===== config.mk =====
export PLATFORM = sky130hd
export DESIGN_NAME = fpstk_top
export DESIGN_NICKNAME = d
export VERILOG_FILES = /design/src/rtl/fpstk_pkg.sv /design/src/rtl/fpstk_cond.sv /design/src/rtl/fpstk_ctrl.sv /design/src/rtl/fpstk_top.sv
export SDC_FILE = /design/constraint.sdc
export NUM_CORES = 2
export LEC_CHECK = 0
export ABC_AREA = 1
export ABC_CLOCK_PERIOD_IN_PS = 3300
export BUFFER_PORTS_ARGS = -buffer_cell sky130_fd_sc_hd__buf_4
export CAP_MARGIN = 0
export CORE_MARGIN = 2
export CORE_UTILIZATION = 37
export CTS_CLUSTER_DIAMETER = 80
export DETAILED_ROUTE_END_ITERATION = 16
export GPL_ROUTABILITY_DRIVEN = 0
export PLACE_DENSITY = 0.57
export SYNTH_ARGS = -nofsm -noshare
export SYNTH_HDL_FRONTEND = slang
export SYNTH_HIERARCHICAL = 1
export SYNTH_SLANG_ARGS = --single-unit
export TNS_END_PERCENT = 5

===== constraint.sdc =====
create_clock -name clk -period 3.3 [get_ports clk]
set_clock_uncertainty 0.15 [all_clocks]
set_input_delay 0.165 -clock clk [delete_from_list [all_inputs] [get_ports clk]]
set_output_delay 0.165 -clock clk [all_outputs]
set_load 0.01 [all_outputs]

===== src/rtl/fpstk_pkg.sv =====
package fpstk_pkg;
  localparam int PTR_W = 3;
  localparam int NREG  = 1 << PTR_W;
  localparam int TAG_W = 2;
  localparam int TWD_W = TAG_W * NREG;

  localparam logic [3:0] OP_INIT      = 4'd0;
  localparam logic [3:0] OP_LOAD      = 4'd1;
  localparam logic [3:0] OP_XCHG      = 4'd2;
  localparam logic [3:0] OP_CMOV      = 4'd3;
  localparam logic [3:0] OP_STORE     = 4'd4;
  localparam logic [3:0] OP_STORE_POP = 4'd5;
  localparam logic [3:0] OP_FREE      = 4'd6;
  localparam logic [3:0] OP_FREE_POP  = 4'd7;
  localparam logic [3:0] OP_PUSHV     = 4'd8;

  localparam logic [TAG_W-1:0] TAG_VALID   = 2'b00;
  localparam logic [TAG_W-1:0] TAG_SPECIAL = 2'b10;
  localparam logic [TAG_W-1:0] TAG_EMPTY   = 2'b11;

  typedef enum logic [1:0] {SRC_ST0, SRC_STI, SRC_EXT, SRC_QNAN} src_e;

  typedef struct packed {
    logic             den;
    logic             ten;
    logic [PTR_W-1:0] idx;
    src_e             src;
    logic [TAG_W-1:0] tag;
  } wr_t;
endpackage


===== src/rtl/fpstk_cond.sv =====
module fpstk_cond (
  input  logic [2:0] cc_sel,
  input  logic       cf,
  input  logic       zf,
  input  logic       pf,
  output logic       take
);
  logic base;

  always_comb begin
    unique case (cc_sel[1:0])
      2'd0:    base = cf;
      2'd1:    base = zf;
      2'd2:    base = cf | zf;
      default: base = pf;
    endcase
    take = base ^ cc_sel[2];
  end
endmodule


===== src/rtl/fpstk_ctrl.sv =====
module fpstk_ctrl
  import fpstk_pkg::*;
(
  input  logic             valid,
  input  logic [3:0]       op,
  input  logic [PTR_W-1:0] idx,
  input  logic             take,
  input  logic             inv_mask,
  input  logic [PTR_W-1:0] top,
  input  logic [TWD_W-1:0] tags,
  output wr_t              wa,
  output wr_t              wb,
  output logic [PTR_W-1:0] top_nxt,
  output logic             pop_en,
  output logic             init_en,
  output logic             fault,
  output logic             inv,
  output logic             c1clr
);
  logic [PTR_W-1:0] s0, si, sp;
  logic [TAG_W-1:0] t0, ti;
  logic             e0, ei, ep;

  function automatic wr_t mk(input logic [PTR_W-1:0] r, input src_e s,
                             input logic [TAG_W-1:0] t);
    wr_t w;
    w.den = 1'b1;
    w.ten = 1'b1;
    w.idx = r;
    w.src = s;
    w.tag = t;
    return w;
  endfunction

  always_comb begin
    s0 = top;
    si = top + idx;
    sp = top - 3'd1;
    t0 = tags[{s0, 1'b0} +: TAG_W];
    ti = tags[{si, 1'b0} +: TAG_W];
    e0 = (t0 == TAG_EMPTY);
    ei = (ti == TAG_EMPTY);
    ep = (tags[{sp, 1'b0} +: TAG_W] == TAG_EMPTY);
  end

  always_comb begin
    wa      = '0;
    wb      = '0;
    top_nxt = top;
    pop_en  = 1'b0;
    init_en = 1'b0;
    fault   = 1'b0;
    inv     = 1'b0;
    c1clr   = 1'b0;
    if (valid) begin
      case (op)
        OP_INIT: begin
          init_en = 1'b1;
          top_nxt = '0;
        end
        OP_LOAD, OP_PUSHV: begin
          if (!ep) begin
            fault = 1'b1;
          end else if (op == OP_PUSHV) begin
            wa      = mk(sp, SRC_EXT, TAG_VALID);
            top_nxt = sp;
          end else if (!ei) begin
            wa      = mk(sp, SRC_STI, ti);
            top_nxt = sp;
          end else begin
            fault = 1'b1;
            if (inv_mask) wa = mk(s0, SRC_QNAN, TAG_SPECIAL);
            else          inv = 1'b1;
          end
        end
        OP_XCHG: begin
          if (!e0 && !ei) begin
            c1clr = 1'b1;
            wa    = mk(s0, SRC_STI, ti);
            if (idx != '0) wb = mk(si, SRC_ST0, t0);
          end else begin
            fault = 1'b1;
            if (!inv_mask) begin
              inv = 1'b1;
            end else if (e0 && ei) begin
              wa = mk(s0, SRC_QNAN, TAG_SPECIAL);
              if (idx != '0) wb = mk(si, SRC_QNAN, TAG_SPECIAL);
            end else if (e0) begin
              wa = mk(s0, SRC_STI, ti);
            end else begin
              wa = mk(si, SRC_ST0, t0);
            end
          end
        end
        OP_CMOV: begin
          if (take) begin
            if (!ei) begin
              wa = mk(s0, SRC_STI, ti);
            end else begin
              fault = 1'b1;
              c1clr = 1'b1;
              inv   = !inv_mask;
            end
          end
        end
        OP_STORE, OP_STORE_POP: begin
          wa = mk(si, SRC_ST0, t0);
          if (op == OP_STORE_POP) begin
            pop_en  = 1'b1;
            top_nxt = top + 3'd1;
          end
        end
        OP_FREE, OP_FREE_POP: begin
          wa.ten = 1'b1;
          wa.idx = si;
          wa.tag = TAG_EMPTY;
          if (op == OP_FREE_POP) begin
            pop_en  = 1'b1;
            top_nxt = top + 3'd1;
          end
        end
        default: ;
      endcase
    end
  end

  always_comb begin
    if (wa.den && wb.den) begin
      AST_WR_DISTINCT: assert (wa.idx != wb.idx);
    end
    if (inv) begin
      AST_INV_WITH_FAULT: assert (fault);
    end
  end
endmodule


===== src/rtl/fpstk_top.sv =====
module fpstk_top
  import fpstk_pkg::*;
#(
  parameter int                DATA_W = 80,
  parameter logic [DATA_W-1:0] QNAN   = 80'hFFFF_C000_0000_0000_0000
) (
  input  logic              clk,
  input  logic              rst_n,
  input  logic              cmd_valid,
  input  logic [3:0]        cmd_op,
  input  logic [PTR_W-1:0]  cmd_idx,
  input  logic [2:0]        cc_sel,
  input  logic              flag_cf,
  input  logic              flag_zf,
  input  logic              flag_pf,
  input  logic              inv_mask,
  input  logic [DATA_W-1:0] push_data,
  input  logic [TAG_W-1:0]  push_tag,
  input  logic [PTR_W-1:0]  rd_idx,
  output logic [DATA_W-1:0] rd_data,
  output logic [TWD_W-1:0]  tag_word,
  output logic [PTR_W-1:0]  top,
  output logic              done,
  output logic              stk_fault,
  output logic              inv_exc,
  output logic              c1_clr
);
  logic [1:0]        rst_sync_q;
  logic              rst_ns;
  logic [PTR_W-1:0]  top_q, top_d;
  logic [TWD_W-1:0]  tags_q, tags_d;
  logic [DATA_W-1:0] data_q [NREG];
  logic [DATA_W-1:0] data_d [NREG];
  logic [NREG-1:0]   data_en;
  logic [DATA_W-1:0] a_val, b_val;
  logic [PTR_W-1:0]  si;
  logic              take, pop_en, init_en, fault, inv, c1clr;
  logic              done_q, fault_q, inv_q, c1_q;
  wr_t               wa, wb;

  always_ff @(posedge clk or negedge rst_n) begin
    if (!rst_n) rst_sync_q <= '0;
    else        rst_sync_q <= {rst_sync_q[0], 1'b1};
  end
  assign rst_ns = rst_sync_q[1];

  fpstk_cond u_cond (
    .cc_sel (cc_sel),
    .cf     (flag_cf),
    .zf     (flag_zf),
    .pf     (flag_pf),
    .take   (take)
  );

  fpstk_ctrl u_ctrl (
    .valid    (cmd_valid),
    .op       (cmd_op),
    .idx      (cmd_idx),
    .take     (take),
    .inv_mask (inv_mask),
    .top      (top_q),
    .tags     (tags_q),
    .wa       (wa),
    .wb       (wb),
    .top_nxt  (top_d),
    .pop_en   (pop_en),
    .init_en  (init_en),
    .fault    (fault),
    .inv      (inv),
    .c1clr    (c1clr)
  );

  function automatic logic [DATA_W-1:0] pick(input src_e s,
                                             input logic [DATA_W-1:0] d0,
                                             input logic [DATA_W-1:0] di,
                                             input logic [DATA_W-1:0] dx);
    case (s)
      SRC_ST0: return d0;
      SRC_STI: return di;
      SRC_EXT: return dx;
      default: return QNAN;
    endcase
  endfunction

  always_comb begin
    si    = top_q + cmd_idx;
    a_val = pick(wa.src, data_q[top_q], data_q[si], push_data);
    b_val = pick(wb.src, data_q[top_q], data_q[si], push_data);
  end

  always_comb begin
    tags_d = tags_q;
    if (wa.ten) tags_d[{wa.idx, 1'b0} +: TAG_W] = (wa.src == SRC_EXT) ? push_tag : wa.tag;
    if (wb.ten) tags_d[{wb.idx, 1'b0} +: TAG_W] = wb.tag;
    if (pop_en) tags_d[{top_q, 1'b0} +: TAG_W] = TAG_EMPTY;
    if (init_en) tags_d = '1;
  end

  for (genvar r = 0; r < NREG; r++) begin : g_reg
    logic hit_a, hit_b;
    assign hit_a      = wa.den && (wa.idx == PTR_W'(r));
    assign hit_b      = wb.den && (wb.idx == PTR_W'(r));
    assign data_en[r] = hit_a | hit_b;
    assign data_d[r]  = hit_a ? a_val : b_val;
  end

  always_ff @(posedge clk) begin
    for (int r = 0; r < NREG; r++) begin
      if (data_en[r]) data_q[r] <= data_d[r];
    end
  end

  always_ff @(posedge clk or negedge rst_ns) begin
    if (!rst_ns) begin
      top_q   <= '0;
      tags_q  <= '1;
      done_q  <= 1'b0;
      fault_q <= 1'b0;
      inv_q   <= 1'b0;
      c1_q    <= 1'b0;
    end else begin
      if (cmd_valid) begin
        top_q  <= top_d;
        tags_q <= tags_d;
      end
      done_q  <= cmd_valid;
      fault_q <= fault;
      inv_q   <= inv;
      c1_q    <= c1clr;
    end
  end

  assign rd_data   = data_q[top_q + rd_idx];
  assign tag_word  = tags_q;
  assign top       = top_q;
  assign done      = done_q;
  assign stk_fault = fault_q;
  assign inv_exc   = inv_q;
  assign c1_clr    = c1_q;

  logic [PTR_W-1:0] below;
  logic             ovf_pre;
  assign below   = top_q - 3'd1;
  assign ovf_pre = tags_q[{below, 1'b0} +: TAG_W] != TAG_EMPTY;

  AST_INIT_CLEARS: assert property (@(posedge clk) disable iff (!rst_ns)
    cmd_valid && cmd_op == OP_INIT |=> tag_word == '1 && top == '0);
  AST_NO_OVERFLOW: assert property (@(posedge clk) disable iff (!rst_ns)
    cmd_valid && (cmd_op == OP_LOAD || cmd_op == OP_PUSHV) && ovf_pre
    |=> stk_fault && $stable(top) && $stable(tag_word));
  AST_FREE_KEEPS_TOP: assert property (@(posedge clk) disable iff (!rst_ns)
    cmd_valid && cmd_op == OP_FREE |=> $stable(top));
  AST_DONE_PULSE: assert property (@(posedge clk) disable iff (!rst_ns)
    cmd_valid |=> done);
  AST_STROBE_WITH_DONE: assert property (@(posedge clk) disable iff (!rst_ns)
    (stk_fault || inv_exc || c1_clr) |-> done);
  AST_INV_IMPLIES_FAULT: assert property (@(posedge clk) disable iff (!rst_ns)
    inv_exc |-> stk_fault);
endmodule


==> results_dict.tcl <==
set metrics [dict create \
    final-hold-violation-count 0 \
    dr.pass1.iters 6 \
    grt_first_pass_wirelength_um 363000 \
    cts_tree "built" \
    required_ns 3.53 \
    grt_antenna_before_repair 2 \
    syn_nets 8253 \
    cts_inserted_buffers 87 \
    drtIter0Drc 7710 \
    drt-wirelength-per-cell_um 23.7 \
    crit_end "data_q[2][78]" \
    startpoint "top[0]" \
    grt_overflow_total 0 \
    critPathMaxStageDelay_ns 0.66 \
    die-area_sq_um 146000 \
    min_period_ns 4.06 \
    criticalPathCategory "register to register" \
    crit_chain "ha_4, inv_4, fa_2, clkinv_4, nand2_2, nand2_2, nand2_2, nand2_4, nand2_8, nand3_4, nand2_1, nand2_1, nand2_1, nor2_2, nor2_2, buf_6, ha_4, inv_4, nor3_4, inv_4, o21ai_4, buf_12, buf_16" \
    dp_slack_ns -0.878 \
    cp-start-kind "register" \
    hold_path_class "primary input to register" \
    antenna_left 0 \
    vias_per_cell 5.72 \
    layout_common_cells "nand2_1, nand3_1, edfxtp_1, inv_1, buf_4" \
    multi_input_area_sq_um 30000 \
    power_leakage_nw 32.3 \
    area.growth.synth_to_final_pct 32.5 \
    ioPinCount 205 \
    r2r_setup_slack_ns -0.76 \
    nets 8817 \
    slew_headroom_pct 28.3 \
    grt_pass1_vias 56900 \
    timing.final.crit_share_pct 123 \
    dp_hpwl_um 151000 \
    ys.flop_type "edfxtp_1" \
    post-route-cell-area_sq_um 70300 \
    finalMaxSlewViolations 0 \
    synth_top_area_share_pct 36.3 \
    rr_worst_depth 23 \
    nFillCells 13600 \
    cts_sinks 665 \
    drcViolationCount 0 \
    ys_warn_count 6 \
    core_area_sq_um 142000 \
    clock_tree.root_cell "clkbuf_16" \
    yosysTopAreaCell "edfxtp_1" \
    wirelength_um 252000 \
    htreeDepth 3 \
    crit_path_end_kind "register" \
    start_util_pct 37.3 \
    rsz0062_at_grt "true" \
    critical_path.max_fanout 16 \
    ff_latch_area_sq_um 19900 \
    syn_avg_cell_area_sq_um 6.53 \
    arrival_ns 4.29 \
    vias 60900 \
    netlist-cell-type-count 45 \
    cp_slowest_cell "fa_2" \
    drive_gt1_share_pct 17.6 \
    timing.rr.start "top[0]" \
    synth-seq-cells 665 \
    syn_inst 8124 \
    hold_ws_ns 0.0599 \
    cts_max_path_buffers 3 \
    clock_latency_ns 0.69 \
    die_w_um 383 \
    ys_top_cells_by_area "edfxtp_1, nand2_1, nand3_1, inv_1, o211ai_1" \
    io_buffers 204 \
    final_common_cell "nand2_1" \
    vdd_ir_drop_max_uv 399 \
    synth_edf_count 640 \
    rr_endpoint "data_q[2][78]" \
    power_density_nw_per_um2 706 \
    timing.fmax_mhz 246 \
    synth-async-reset-ratio_pct 3.76 \
    outcome "finished with violations" \
    path_clk_slew_ns 0.06 \
    ys_seq_area_share_pct 37.5 \
    rows 138 \
    timing.final.ws_setup_ns -0.759 \
    synth_area_sq_um 53000 \
    tightestPinTransition_ns 1.08 \
    failed_checks "setup timing" \
    grt_usage_pct 32.8 \
    cap_violations 0 \
    die_h_um 383 \
    grt_max_degree 190 \
    placed_cell_area_sq_um 61700 \
    finalSetupViolations 1377 \
]
==> worst max-delay path, delay by kind of cell, from the launching register on <==
family	cells	cell delay, ns
DFF	1	0.44
and+or+nand+nor	12	1.22
AOI/OAI and AO/OA	1	0.13
buffers and inverters	7	0.82
adders and majority gates	3	0.95
==> power by group <==
part           internal (mW)  total, mW  leakage, nW  switching, mW
Sequential              10.7       10.9         6.03          0.198
Combinational           10.9       28.8         24.9           17.9
Clock                   5.82       9.92         1.38           4.10
==> how the worst min path moves through the flow <==
stage / start / to / slack [ns] / cells after the start
floorplan: rst_n / rst_sync_q[0] / -0.28 / 0
finish: cc_sel[2] / c1_clr / 0.06 / 9
CTS: cc_sel[2] / c1_clr / 0.01 / 9
detailed placement: rst_n / rst_sync_q[0] / -0.20 / 1
global route: cc_sel[2] / c1_clr / 0.11 / 9
global placement: rst_n / rst_sync_q[0] / -0.20 / 1
==> flip-flops by register name, summed over array words and instances (netlist names) <==
signal      count
data_q        640
stk_fault       1
c1_clr          1
rst_sync_q      2
top             3
inv_exc         1
tag_word       16
done            1
==> cell families (layout without fill, tap and decap cells) <==
family | after synthesis | after routing | share of synthesized area (%)
AND/OR/NAND/NOR | 5167 | 5167 | 40.6
buffers and inverters | 1227 | 1857 | 9.73
AO/OA/AOI/OAI | 1034 | 1034 | 11.5
flip-flops | 665 | 665 | 37.5
adder cells (fa/ha/maj) | 27 | 27 | 0.680
XOR/XNOR | 3 | 3 | 0.0637
other | 1 | 2 | 0.00707
==> metrics by stage <==
stage / utilization, % / setup TNS (ns) / instances / total power [mW]
detailed placement: 43.5 / -955.63 / 10300 / 36.3
global route: 49.5 / -994.59 / 10600 / 52.2
floorplan: - / -917.77 / 8124 / 26.1
global placement: 43.5 / -936.53 / 10300 / 36.0
CTS: 48.7 / -813.23 / 10600 / 48.6
finish: 49.5 / -815.85 / 10600 / 49.6
==> cell usage after synthesis, types with 2 or more instances <==
master and count:
nand2_1 3860, nand3_1 763, edfxtp_1 640, inv_1 634, nor2_1 337, o211ai_1 309
o21ai_0 302, a21oi_1 300, buf_2 260, clkbuf_1 189, nand3_2 157, a31oi_1 85
buf_1 71, buf_4 34, o21ai_1 31, ha_1 24, inv_2 22, dfstp_2 16
nand4_1 14, buf_6 10, dfrtp_1 9, nand2_2 9, nor3_1 7, nand2_4 5
nor2_2 5, nor3_2 4, fa_1 3, inv_4 3, a21oi_2 2, a41oi_1 2
clkinv_1 2, nand3b_1 2
==> per-layer routing <==
layer | vias to the layer above | GRT usage (%) | wire length, um | part of all wire, %
li1 | 27700 | - | - | -
met2 | 4060 | 52.1 | 112000 | 44
met5 | - | 0 | 13 | 0.0052
met4 | 2 | 20.4 | 17200 | 6.8
met3 | 939 | 5.47 | 28500 | 11
met1 | 28200 | 41.5 | 94300 | 37
==> layout make-up <==
type | count | share of cell area [%]
Inverter | 661 | 3.66
Timing Repair Buffer | 1041 | 18.0
Clock inverter | 49 | 0.819
Sequential cell | 665 | 28.3
Tap cell | 1890 | 3.37
Clock buffer | 106 | 3.23
Multi-Input combinational cell | 6232 | 42.7
Antenna cell | 1 | 0.00356
==> repair_timing <==
item,CTS,global route
pin swaps,88,88
gates cloned,43,15
setup endpoints to repair,1376,1377
resized for setup,373,167
buffers inserted,86,20
endpoints found under the hold margin,665,0
hold buffers,89,0
No activity file was read; power rests on OpenSTA's default activity.
